$ cat src/rtl/clkdiv_pkg.sv
package clkdiv_pkg;

    // Progress of the divider toward a stable output at the active ratio.
    typedef enum logic [1:0] {
        LK_WAIT   = 2'd0,  // ratio captured, waiting for a period boundary
        LK_SETTLE = 2'd1,  // new ratio running, first full period in progress
        LK_LOCKED = 2'd2   // output stable
    } lock_st_e;

    // Stages between domain reset removal and reset output release.
    localparam int RST_SYNC_STAGES = 2;

endpackage

$ cat src/rtl/clkdiv_ratio_ctrl.sv
module clkdiv_ratio_ctrl
    import clkdiv_pkg::*;
#(
    parameter int RATIO_W       = 8,
    parameter int DEFAULT_RATIO = 4,
    parameter int USE_RATIO     = 1
) (
    input  logic               clk_i,
    input  logic               rst_i,
    input  logic [RATIO_W-1:0] ratio_i,
    input  logic               update_i,
    input  logic               tick_i,
    output logic [RATIO_W-1:0] act_q_o,
    output logic [RATIO_W-1:0] act_d_o,
    output logic               lock_o
);

    localparam logic [RATIO_W-1:0] DEF_RATIO = RATIO_W'(DEFAULT_RATIO);

    typedef struct packed {
        lock_st_e           st;
        logic [RATIO_W-1:0] pend;
        logic [RATIO_W-1:0] act;
    } ctrl_t;

    ctrl_t c_d, c_q;
    logic  upd_d;

    always_comb begin
        upd_d = (USE_RATIO != 0) && update_i;
        c_d   = c_q;
        if (upd_d) begin
            // A fresh strobe restarts the handshake, even mid-sequence.
            c_d.pend = ratio_i;
            c_d.st   = LK_WAIT;
        end else if (tick_i) begin
            case (c_q.st)
                LK_WAIT: begin
                    c_d.act = c_q.pend;
                    c_d.st  = LK_SETTLE;
                end
                LK_SETTLE: c_d.st = LK_LOCKED;
                default:   c_d.st = c_q.st;
            endcase
        end
    end

    always_ff @(posedge clk_i or posedge rst_i) begin
        if (rst_i) begin
            c_q <= '{st: LK_WAIT, pend: DEF_RATIO, act: DEF_RATIO};
        end else begin
            c_q <= c_d;
        end
    end

    assign act_q_o = c_q.act;
    assign act_d_o = c_d.act;
    assign lock_o  = (c_q.st == LK_LOCKED);

endmodule

$ cat src/rtl/clkdiv_counter.sv
module clkdiv_counter #(
    parameter int RATIO_W = 8
) (
    input  logic               clk_i,
    input  logic               rst_i,
    input  logic [RATIO_W-1:0] ratio_q_i,
    input  logic [RATIO_W-1:0] ratio_d_i,
    output logic               tick_o,
    output logic               hi_q_o,
    output logic               hi_d_o,
    output logic               byp_o
);

    localparam logic [RATIO_W-1:0] ONE = RATIO_W'(1);

    typedef struct packed {
        logic [RATIO_W-1:0] cnt;
        logic               hi;
        logic               byp;
    } cnt_t;

    cnt_t s_d, s_q;
    logic tick_d;

    // Ratios 0 and 1 both behave as a single-cycle period.
    function automatic logic [RATIO_W-1:0] eff_ratio(input logic [RATIO_W-1:0] r);
        return (r <= ONE) ? ONE : r;
    endfunction

    // Period boundary: this cycle ends the current output period.
    always_comb begin
        tick_d = (s_q.cnt >= (eff_ratio(ratio_q_i) - ONE));
    end

    always_comb begin
        s_d.cnt = tick_d ? '0 : (s_q.cnt + ONE);
        s_d.hi  = (s_d.cnt < (eff_ratio(ratio_d_i) >> 1));
        s_d.byp = (ratio_d_i <= ONE);
    end

    always_ff @(posedge clk_i or posedge rst_i) begin
        if (rst_i) begin
            // All ones forces a boundary on the first edge after reset.
            s_q <= '{cnt: '1, hi: 1'b0, byp: 1'b0};
        end else begin
            s_q <= s_d;
        end
    end

    assign tick_o = tick_d;
    assign hi_q_o = s_q.hi;
    assign hi_d_o = s_d.hi;
    assign byp_o  = s_q.byp;

endmodule

$ cat src/rtl/clkdiv_gate.sv
module clkdiv_gate #(
    parameter int USE_ENABLE = 1
) (
    input  logic clk_i,
    input  logic rst_i,
    input  logic en_i,
    input  logic hi_q_i,
    input  logic hi_d_i,
    input  logic byp_i,
    output logic div_clk_o,
    output logic gate_o
);

    logic en_eff;
    logic gate_d, gate_q;
    logic gate_n_q;

    always_comb begin
        en_eff = (USE_ENABLE != 0) ? en_i : 1'b1;
        // Only follow the enable on edges after which the output is low.
        gate_d = hi_d_i ? gate_q : en_eff;
    end

    always_ff @(posedge clk_i or posedge rst_i) begin
        if (rst_i) begin
            gate_q <= 1'b0;
        end else begin
            gate_q <= gate_d;
        end
    end

    // Pass-through path: sample the enable while the reference is low.
    always_ff @(negedge clk_i or posedge rst_i) begin
        if (rst_i) begin
            gate_n_q <= 1'b0;
        end else begin
            gate_n_q <= en_eff;
        end
    end

    assign div_clk_o = byp_i ? (clk_i & gate_n_q) : (hi_q_i & gate_q);
    assign gate_o    = gate_q;

endmodule

$ cat src/rtl/clkdiv_rst_out.sv
module clkdiv_rst_out #(
    parameter int STAGES = 2
) (
    input  logic clk_i,
    input  logic rst_i,
    input  logic rst_dom_i,
    input  logic tick_i,
    output logic rst_o
);

    logic [STAGES-1:0] sh_d, sh_q;

    always_comb begin
        if (rst_dom_i) begin
            sh_d = '1;
        end else if (tick_i) begin
            // Advance only on a divided-clock rising edge.
            sh_d = sh_q << 1;
        end else begin
            sh_d = sh_q;
        end
    end

    always_ff @(posedge clk_i or posedge rst_i) begin
        if (rst_i) begin
            sh_q <= '1;
        end else begin
            sh_q <= sh_d;
        end
    end

    assign rst_o = rst_dom_i | sh_q[STAGES-1];

endmodule

$ cat src/rtl/clkdiv_domain.sv
module clkdiv_domain
    import clkdiv_pkg::*;
#(
    parameter int RATIO_W       = 8,
    parameter int DEFAULT_RATIO = 4,
    parameter int USE_ENABLE    = 1,
    parameter int USE_RATIO     = 1
) (
    input  logic               clk_i,
    input  logic               rst_i,
    input  logic [RATIO_W-1:0] ratio_i,
    input  logic               update_i,
    input  logic               en_i,
    input  logic               rst_dom_i,
    output logic               div_clk_o,
    output logic               lock_o,
    output logic               rst_o
);

    logic [RATIO_W-1:0] act_q_w;
    logic [RATIO_W-1:0] act_d_w;
    logic               tick_w;
    logic               hi_q_w;
    logic               hi_d_w;
    logic               byp_w;
    logic               gate_w;

    clkdiv_ratio_ctrl #(
        .RATIO_W      (RATIO_W),
        .DEFAULT_RATIO(DEFAULT_RATIO),
        .USE_RATIO    (USE_RATIO)
    ) u_ctrl (
        .clk_i   (clk_i),
        .rst_i   (rst_i),
        .ratio_i (ratio_i),
        .update_i(update_i),
        .tick_i  (tick_w),
        .act_q_o (act_q_w),
        .act_d_o (act_d_w),
        .lock_o  (lock_o)
    );

    clkdiv_counter #(
        .RATIO_W(RATIO_W)
    ) u_cnt (
        .clk_i    (clk_i),
        .rst_i    (rst_i),
        .ratio_q_i(act_q_w),
        .ratio_d_i(act_d_w),
        .tick_o   (tick_w),
        .hi_q_o   (hi_q_w),
        .hi_d_o   (hi_d_w),
        .byp_o    (byp_w)
    );

    clkdiv_gate #(
        .USE_ENABLE(USE_ENABLE)
    ) u_gate (
        .clk_i    (clk_i),
        .rst_i    (rst_i),
        .en_i     (en_i),
        .hi_q_i   (hi_q_w),
        .hi_d_i   (hi_d_w),
        .byp_i    (byp_w),
        .div_clk_o(div_clk_o),
        .gate_o   (gate_w)
    );

    clkdiv_rst_out #(
        .STAGES(RST_SYNC_STAGES)
    ) u_rst (
        .clk_i    (clk_i),
        .rst_i    (rst_i),
        .rst_dom_i(rst_dom_i),
        .tick_i   (tick_w),
        .rst_o    (rst_o)
    );

endmodule

$ cat config.mk
export PLATFORM = sky130hd
export DESIGN_NAME = clkdiv_domain
export DESIGN_NICKNAME = d
export VERILOG_FILES = /design/src/rtl/clkdiv_pkg.sv /design/src/rtl/clkdiv_ratio_ctrl.sv /design/src/rtl/clkdiv_counter.sv /design/src/rtl/clkdiv_gate.sv /design/src/rtl/clkdiv_rst_out.sv /design/src/rtl/clkdiv_domain.sv
export SDC_FILE = /design/constraint.sdc
export NUM_CORES = 1
export LEC_CHECK = 0
export CAP_MARGIN = 10
export CORE_MARGIN = 3
export CORE_UTILIZATION = 45
export CTS_BUF_LIST = sky130_fd_sc_hd__clkbuf_4
export DETAILED_ROUTE_END_ITERATION = 6
export DONT_BUFFER_PORTS = 1
export HOLD_SLACK_MARGIN = 0.1
export PLACE_DENSITY = 0.63
export SLEW_MARGIN = 20
export SYNTH_ARGS = -nofsm -noshare
export SYNTH_HDL_FRONTEND = slang
export SYNTH_HIERARCHICAL = 1
export SYNTH_SLANG_ARGS = --single-unit
$ cat constraint.sdc
create_clock -name clk_i -period 6.2 [get_ports clk_i]
set_input_delay 0.31 -clock clk_i [delete_from_list [all_inputs] [get_ports clk_i]]
set_output_delay 0.31 -clock clk_i [all_outputs]
set_load 0.01 [all_outputs]
# After elaboration in Yosys (flattened, before gate mapping)
# Index checks and enable logic that the tools add are counted.
# totals
reg_bits	32
input_bits	13
# classes
addsub	2
n_lt_le_gt_ge	4
n_eq_ne	2
mux	12
bitwise_logic	3
reduce_logical	5
# ops
operator	n
2-to-1 mux 8 bit	6
<= comparator 8 x 1 -> 1 bit, second input constant	2
adder 8 x 1 -> 8 bit, second input constant	1
>= comparator 8 bit	1
< comparator 8 x 7 -> 1 bit	1
2-to-1 mux 2 bit	4
subtractor 8 x 1 -> 8 bit, second input constant	1
one-hot mux 2 bit (2 select lines)	1
nonzero test 2 bit	2
nonzero test 3 bit	1
bitwise AND 1 bit	2
== test 2 x 1 -> 1 bit, second input constant	1
== test 2 bit, second input constant	1
logical NOT 2 bit	1
AND reduction 2 bit	1
2-to-1 mux 1 bit	1
bitwise OR 1 bit	1

# Longest topological paths before layout
# Gate-level depths: netlist of the first run.
# depth
depth_word	9
depth_mapped	23

# Modules after synthesis
# Netlist of the first run, hierarchy kept.
# modules_own_cells
module	n_inst	cells_each	area_per_inst_um2	seq_area_each_um2
clkdiv_counter	1	101	902.1	260.2
clkdiv_ratio_ctrl	1	59	822.0	452.9
clkdiv_rst_out	1	8	88.8	52.6
clkdiv_gate	1	7	82.6	50.0

==> flow_metrics.env, run 1 <==
export IMPL_status="completed"
export IMPL_maxCapViolations=0
export IMPL_grt_ovfl_total=0
export IMPL_r2r_slack_ns=1.0
export IMPL_worst_slew_pin_transition_ns=0.664
export IMPL_grt_pass1_vias=1425
export IMPL_place_hpwl_um=2720
export IMPL_end_kind="flip-flop"
export IMPL_syn_inst=174
export IMPL_dpl_cell_area_mm2=0.00184
export IMPL_whs_ns=0.155
export IMPL_drt_iter0_drc=40
export IMPL_antenna_found_initial=0
export IMPL_initial_core_util=0.490
export IMPL_hold_violations=0
export IMPL_path_class="reg -> reg"
export IMPL_grt_usage=0.161
export IMPL_dieArea_mm2=0.00501
export IMPL_crit_required_ns=6.54
export IMPL_syn_avg_cell_area_um2=10.9
export IMPL_synth_area_mm2=0.00189
export IMPL_clk_pin_slew_ns=0.09
export IMPL_cts_resized=0
export IMPL_p_leak_nw=0.923
export IMPL_num_vias=1281
export IMPL_arrival_ns=5.54
export IMPL_rr_startpoint="u_ctrl/act_q_o[2]"
export IMPL_place_congestion=0.733
export IMPL_rsz0062_at_grt="no"
export IMPL_syn_to_final_growth_pct=9.15
export IMPL_yosysWarnings=6
export IMPL_drt_wl_total_um=3610
export IMPL_nets=210
export IMPL_die_w_um=70.8
export IMPL_fin_ws_ns=0.995
export IMPL_drive_above_1_share=0.258
export IMPL_synth_nets=203
export IMPL_hold_class="in -> reg"
export IMPL_grt_pass1_wl_um=6150
export IMPL_final_setup_viol_count=0
export IMPL_tns_ns=0
export IMPL_first_pass_iters=4
export IMPL_placementRows=22
export IMPL_port_buffers=0
export IMPL_clk_latency_ns=0.45
export IMPL_powerDensity_mw_per_mm2=540
export IMPL_viasPerCell=5.57
export IMPL_fmax_mhz=192
export IMPL_r2r_end="u_gate/gate_o"
export IMPL_grt_max_degree=19
export IMPL_io_pins=16
export IMPL_crit_start="u_ctrl/act_q_o[2]"
export IMPL_dpl_worst_slack_ns=1.05
export IMPL_fill_cells=363
export IMPL_diodes=0
export IMPL_die_h_um=70.8
export IMPL_critical_path_endpoint="u_gate/gate_o"
export IMPL_antenna_left=0
export IMPL_finalMaxSlewViolations=0
export IMPL_slew_headroom=0.557
export IMPL_cts_tree="yes"
export IMPL_finalCriticalPeriod_ns=5.20
export IMPL_wl_per_cell_um=15.7
export IMPL_drc_errors=0
export IMPL_fin_skew_ns=0.00455
export IMPL_post_cts_buffers=0
export IMPL_ir_worst_vdd_mv=0.287
export IMPL_path_max_fanout=10
export IMPL_core_area_mm2=0.00385
export IMPL_reg2reg_depth=21
export IMPL_min_period_over_period=0.839
export IMPL_fin_area_mm2=0.00206
export IMPL_cp_start_kind="flip-flop"
-- layout make-up --
| type | count | area (um^2) | area share |
|---|---|---|---|
| Tap cell | 48 | 60.1 | 0.0291 |
| Clock inverter | 2 | 35.0 | 0.0170 |
| Multi-Input combinational cell | 109 | 891 | 0.432 |
| Sequential cell | 32 | 816 | 0.396 |
| Clock buffer | 9 | 67.6 | 0.0328 |
| Timing Repair Buffer | 13 | 128 | 0.0619 |
| Inverter | 17 | 63.8 | 0.0310 |
-- per-layer routing --
layer	vias up	GRT usage	wire length, um
li1	610	-	-
met1	633	0.188	1650
met2	27	0.248	1740
met3	11	0.0554	133
met4	0	0.111	91
met5	-	0	0
-- cells in the final DEF, fill, tap and decap left out, types with 2 or more instances in the layout --
cell           instances
or2_2                  2
nand2_1                2
inv_1                 17
nor2b_1                2
o21ai_0                4
nor2_1                 8
nor3_1                 7
nand4_1                3
mux2_2                16
a21o_1                 3
a21oi_1                5
clkbuf_4               9
dlygate4sd3_1         12
xnor2_1                3
or3_1                  2
and3_1                 3
dfrtp_1               19
nand3_1                9
dfstp_2               12
a211oi_1               2
ha_1                  16
xor2_1                 6
-- critical path: stages, from the launching register on --
cell and delay [ns]:
dfstp_2 0.58, nor2_1 0.08, nand3_1 0.09, nor2_1 0.05, nor2_1 0.17, ha_1 0.25
nand3_1 0.11, xor2_1 0.16, ha_1 0.32, nand4_1 0.13, a31oi_2 0.48, or2_2 0.25
nor2b_4 0.16, nor3b_4 0.40, mux2_2 0.40, inv_1 0.09, ha_1 0.24, a21o_1 0.19
a221oi_1 0.31, o21a_1 0.16, o31a_1 0.17, mux2_4 0.31
-- registers in the layout, indices dropped and copies added (netlist names) --
register         flops
u_ctrl/act_q_o       8
u_gate/gate_o        1
u_cnt/s_q            8
u_cnt/byp_o          1
u_cnt/hi_q_o         1
u_ctrl/c_q          10
u_rst/sh_q           2
u_gate/gate_n_q      1
-- repair_timing --
| action | in CTS | in global routing |
|---|---|---|
| setup endpoints to repair | 0 | 0 |
| endpoints found under the hold margin | 42 | 0 |
| hold buffers | 12 | 0 |
-- metrics by stage --
| step | power [mW] | instances | utilization |
|---|---|---|---|
| floorplan | 0.867 | 174 | - |
| global placement | 0.882 | 207 | 0.477 |
| detailed placement | 0.919 | 207 | 0.477 |
| CTS | 1.12 | 230 | 0.535 |
| global route | 1.22 | 230 | 0.535 |
| finish | 1.11 | 230 | 0.535 |
-- worst min-delay path by stage --
stage / startpoint / end / cells past startpoint
after global routing: update_i / u_ctrl/act_q_o[0] / 2
after detailed placement: rst_i / u_gate/gate_o / 1
final: update_i / u_ctrl/act_q_o[0] / 2
after CTS: update_i / u_ctrl/act_q_o[0] / 2
after global placement: rst_i / u_gate/gate_o / 1
after floorplan: rst_i / u_gate/gate_o / 1
-- where the power goes --
| part | internal (mW) | leakage (nW) | switching, mW |
|---|---|---|---|
| clock | 0.111 | 0.0613 | 0.0797 |
| sequential | 0.295 | 0.366 | 0.0722 |
| combinational | 0.268 | 0.495 | 0.287 |
Power figures use the tool's default switching activity.
==> run 2, diff against run 1 <==
--- a/config.mk
+++ b/config.mk
@@ -12,7 +12,7 @@
 export DETAILED_ROUTE_END_ITERATION = 6
 export DONT_BUFFER_PORTS = 1
 export HOLD_SLACK_MARGIN = 0.1
-export PLACE_DENSITY = 0.63
+export PLACE_DENSITY = 0.65
 export SLEW_MARGIN = 20
 export SYNTH_ARGS = -nofsm -noshare
 export SYNTH_HDL_FRONTEND = slang
==> constraint.sdc (replaced) <==
create_clock -name clk_i -period 4.6 [get_ports clk_i]
set_input_delay 0.23 -clock clk_i [delete_from_list [all_inputs] [get_ports clk_i]]
set_output_delay 0.23 -clock clk_i [all_outputs]
set_load 0.01 [all_outputs]
==> flow_metrics.env, run 2 (same netlist as run 1, synthesis figures left out) <==
export IMPL_reg2reg_depth=19
export IMPL_cp_start_kind="flip-flop"
export IMPL_rr_startpoint="u_ctrl/act_q_o[0]"
export IMPL_grt_ovfl_total=0
export IMPL_die_w_um=70.8
export IMPL_r2r_end="u_gate/gate_o"
export IMPL_grt_pass1_vias=1459
export IMPL_final_common_cell="buf_4"
export IMPL_maxCapViolations=0
export IMPL_crit_family="simple AND/OR/NAND/NOR gates"
export IMPL_power_mw=1.98
export IMPL_drc_errors=0
export IMPL_diodes=0
export IMPL_drt_iter0_drc=82
export IMPL_final_setup_viol_count=1
export IMPL_hold_violations=0
export IMPL_powerDensity_mw_per_mm2=816
export IMPL_crit_required_ns=4.92
export IMPL_dpl_cell_area_mm2=0.00197
export IMPL_utilization=0.630
export IMPL_worst_slew_pin_transition_ns=0.633
export IMPL_top_register="u_ctrl/c_q"
export IMPL_holdPathStages=3
export IMPL_io_pins=16
export IMPL_num_vias=1383
export IMPL_fin_area_mm2=0.00243
export IMPL_place_hpwl_um=2940
export IMPL_hp_start="update_i"
export IMPL_grt_usage=0.175
export IMPL_arrival_ns=5.00
export IMPL_status="complete, but fails checks"
export IMPL_fmax_mhz=214
export IMPL_placementRows=22
export IMPL_syn_to_final_growth_pct=28.6
export IMPL_slew_headroom=0.577
export IMPL_clk_pin_slew_ns=0.10
export IMPL_crit_slowest_cell="dfrtp_2"
export IMPL_hold_path_endpoint="u_ctrl/act_q_o[4]"
export IMPL_core_area_mm2=0.00385
export IMPL_end_kind="flip-flop"
export IMPL_fill_cells=305
export IMPL_path_max_fanout=6
export IMPL_grt_max_degree=19
export IMPL_path_class="reg -> reg"
export IMPL_finalCriticalPeriod_ns=4.67
export IMPL_slowest_delay_ns=0.45
export IMPL_drt_wl_total_um=4310
export IMPL_initial_core_util=0.490
export IMPL_fin_skew_ns=0.00727
export IMPL_failed_checks="negative setup slack"
export IMPL_antenna_found_initial=0
export IMPL_rsz0062_at_grt="yes"
export IMPL_first_pass_iters=4
export IMPL_antenna_left=0
export IMPL_p_leak_nw=1.07
export IMPL_place_congestion=0.814
export IMPL_r2r_slack_ns=-0.07
export IMPL_clk_latency_ns=0.44
export IMPL_cts_tree="yes"
export IMPL_fin_ws_ns=-0.0721
export IMPL_nets=235
export IMPL_most_common_layout_cells="24 x buf_4, 18 x dfrtp_1, 14 x inv_1"
export IMPL_path_buf_inv=3
export IMPL_min_period_over_period=1.02
export IMPL_port_buffers=0
export IMPL_finalMaxSlewViolations=0
export IMPL_dpl_worst_slack_ns=-0.109
export IMPL_tns_ns=-0.0721
export IMPL_path_cells="or3_4 -> or3_4 -> nor3_4 -> a21oi_2 -> ha_1 -> a41oi_2 -> o21ai_2 -> or2_4 -> nor2b_4 -> nor3b_4 -> buf_6 -> buf_4 -> mux2_2 -> inv_1 -> ha_1 -> nand3_4 -> o311a_1 -> o31a_1 -> mux2_4"
export IMPL_grt_pass1_wl_um=6750
export IMPL_ir_worst_vdd_mv=0.438
export IMPL_die_h_um=70.8
export IMPL_hold_class="in -> reg"
export IMPL_wl_per_cell_um=16.9
export IMPL_drive_above_1_share=0.464
export IMPL_viasPerCell=5.42
export IMPL_dieArea_mm2=0.00501
export IMPL_largest_reg_flops=10
[run 2: changes by cell type in the layout (fill, tap and decap cells not counted), moves of 3 or more]
cell	delta
buf_4	+23
ha_1	-5
ha_4	+4
inv_1	-3
inv_4	+3
mux2_2	-4
mux2_4	+4
nand3_1	-3
nor2_1	-4
nor2_2	+3
[run 2: layout make-up]
class                           count  area [um^2]  share of cell area
Multi-Input combinational cell    109         1050               0.434
Sequential cell                    32          817               0.337
Timing Repair Buffer               38          323               0.133
Inverter                           17         71.3              0.0294
Clock buffer                        9         67.6              0.0278
Tap cell                           48         60.1              0.0247
Clock inverter                      2         35.0              0.0144
[run 2: worst reg2reg max path: stages, from the launching register on]
cell     delay (ns)
dfrtp_2        0.45
or3_4          0.40
or3_4          0.37
nor3_4         0.21
a21oi_2        0.06
ha_1           0.33
a41oi_2        0.22
o21ai_2        0.09
or2_4          0.25
nor2b_4        0.13
nor3b_4        0.14
buf_6          0.14
buf_4          0.14
mux2_2         0.24
inv_1          0.05
ha_1           0.31
nand3_4        0.07
o311a_1        0.34
o31a_1         0.31
mux2_4         0.31
[run 2: report_power, final]
part / total [mW] / leakage [nW] / internal [mW] / switching [mW]
combinational: 1.23 / 0.639 / 0.646 / 0.581
clock: 0.261 / 0.0613 / 0.150 / 0.112
sequential: 0.491 / 0.365 / 0.398 / 0.0928
[run 2: routing by layer]
layer	track usage	part of all wire	up-vias
li1	-	-	661
met1	0.216	0.41	671
met2	0.285	0.53	47
met3	0.0597	0.055	4
met4	0.0647	0.0081	0
met5	0	0	-
[run 2: worst max path at each step]
stage	slack, ns	end	cells after the start	from
global placement	0.02	u_gate/gate_o	22	u_ctrl/act_q_o[2]
global route	-0.22	u_gate/gate_o	19	u_ctrl/act_q_o[0]
CTS	0.002	u_gate/gate_o	23	u_ctrl/act_q_o[2]
detailed placement	-0.11	u_gate/gate_o	22	u_ctrl/act_q_o[2]
finish	-0.07	u_gate/gate_o	19	u_ctrl/act_q_o[0]
floorplan	-0.05	u_gate/gate_o	20	u_ctrl/act_q_o[2]
[run 2: per-stage QoR]
step,hold WS [ns],instances
2_1_floorplan,-0.0288,174
3_3_place_gp,-0.0256,221
3_5_place_dp,-0.0221,221
4_1_cts,0.152,247
5_1_grt,0.147,255
6_report,0.169,255
[run 2: timing repair]
action	CTS	global route
hold buffers	12	0
setup buffers	3	8
endpoints found under the setup margin	1	1
gates resized for setup	11	22
endpoints found under the hold margin	42	0
pin swaps	7	16
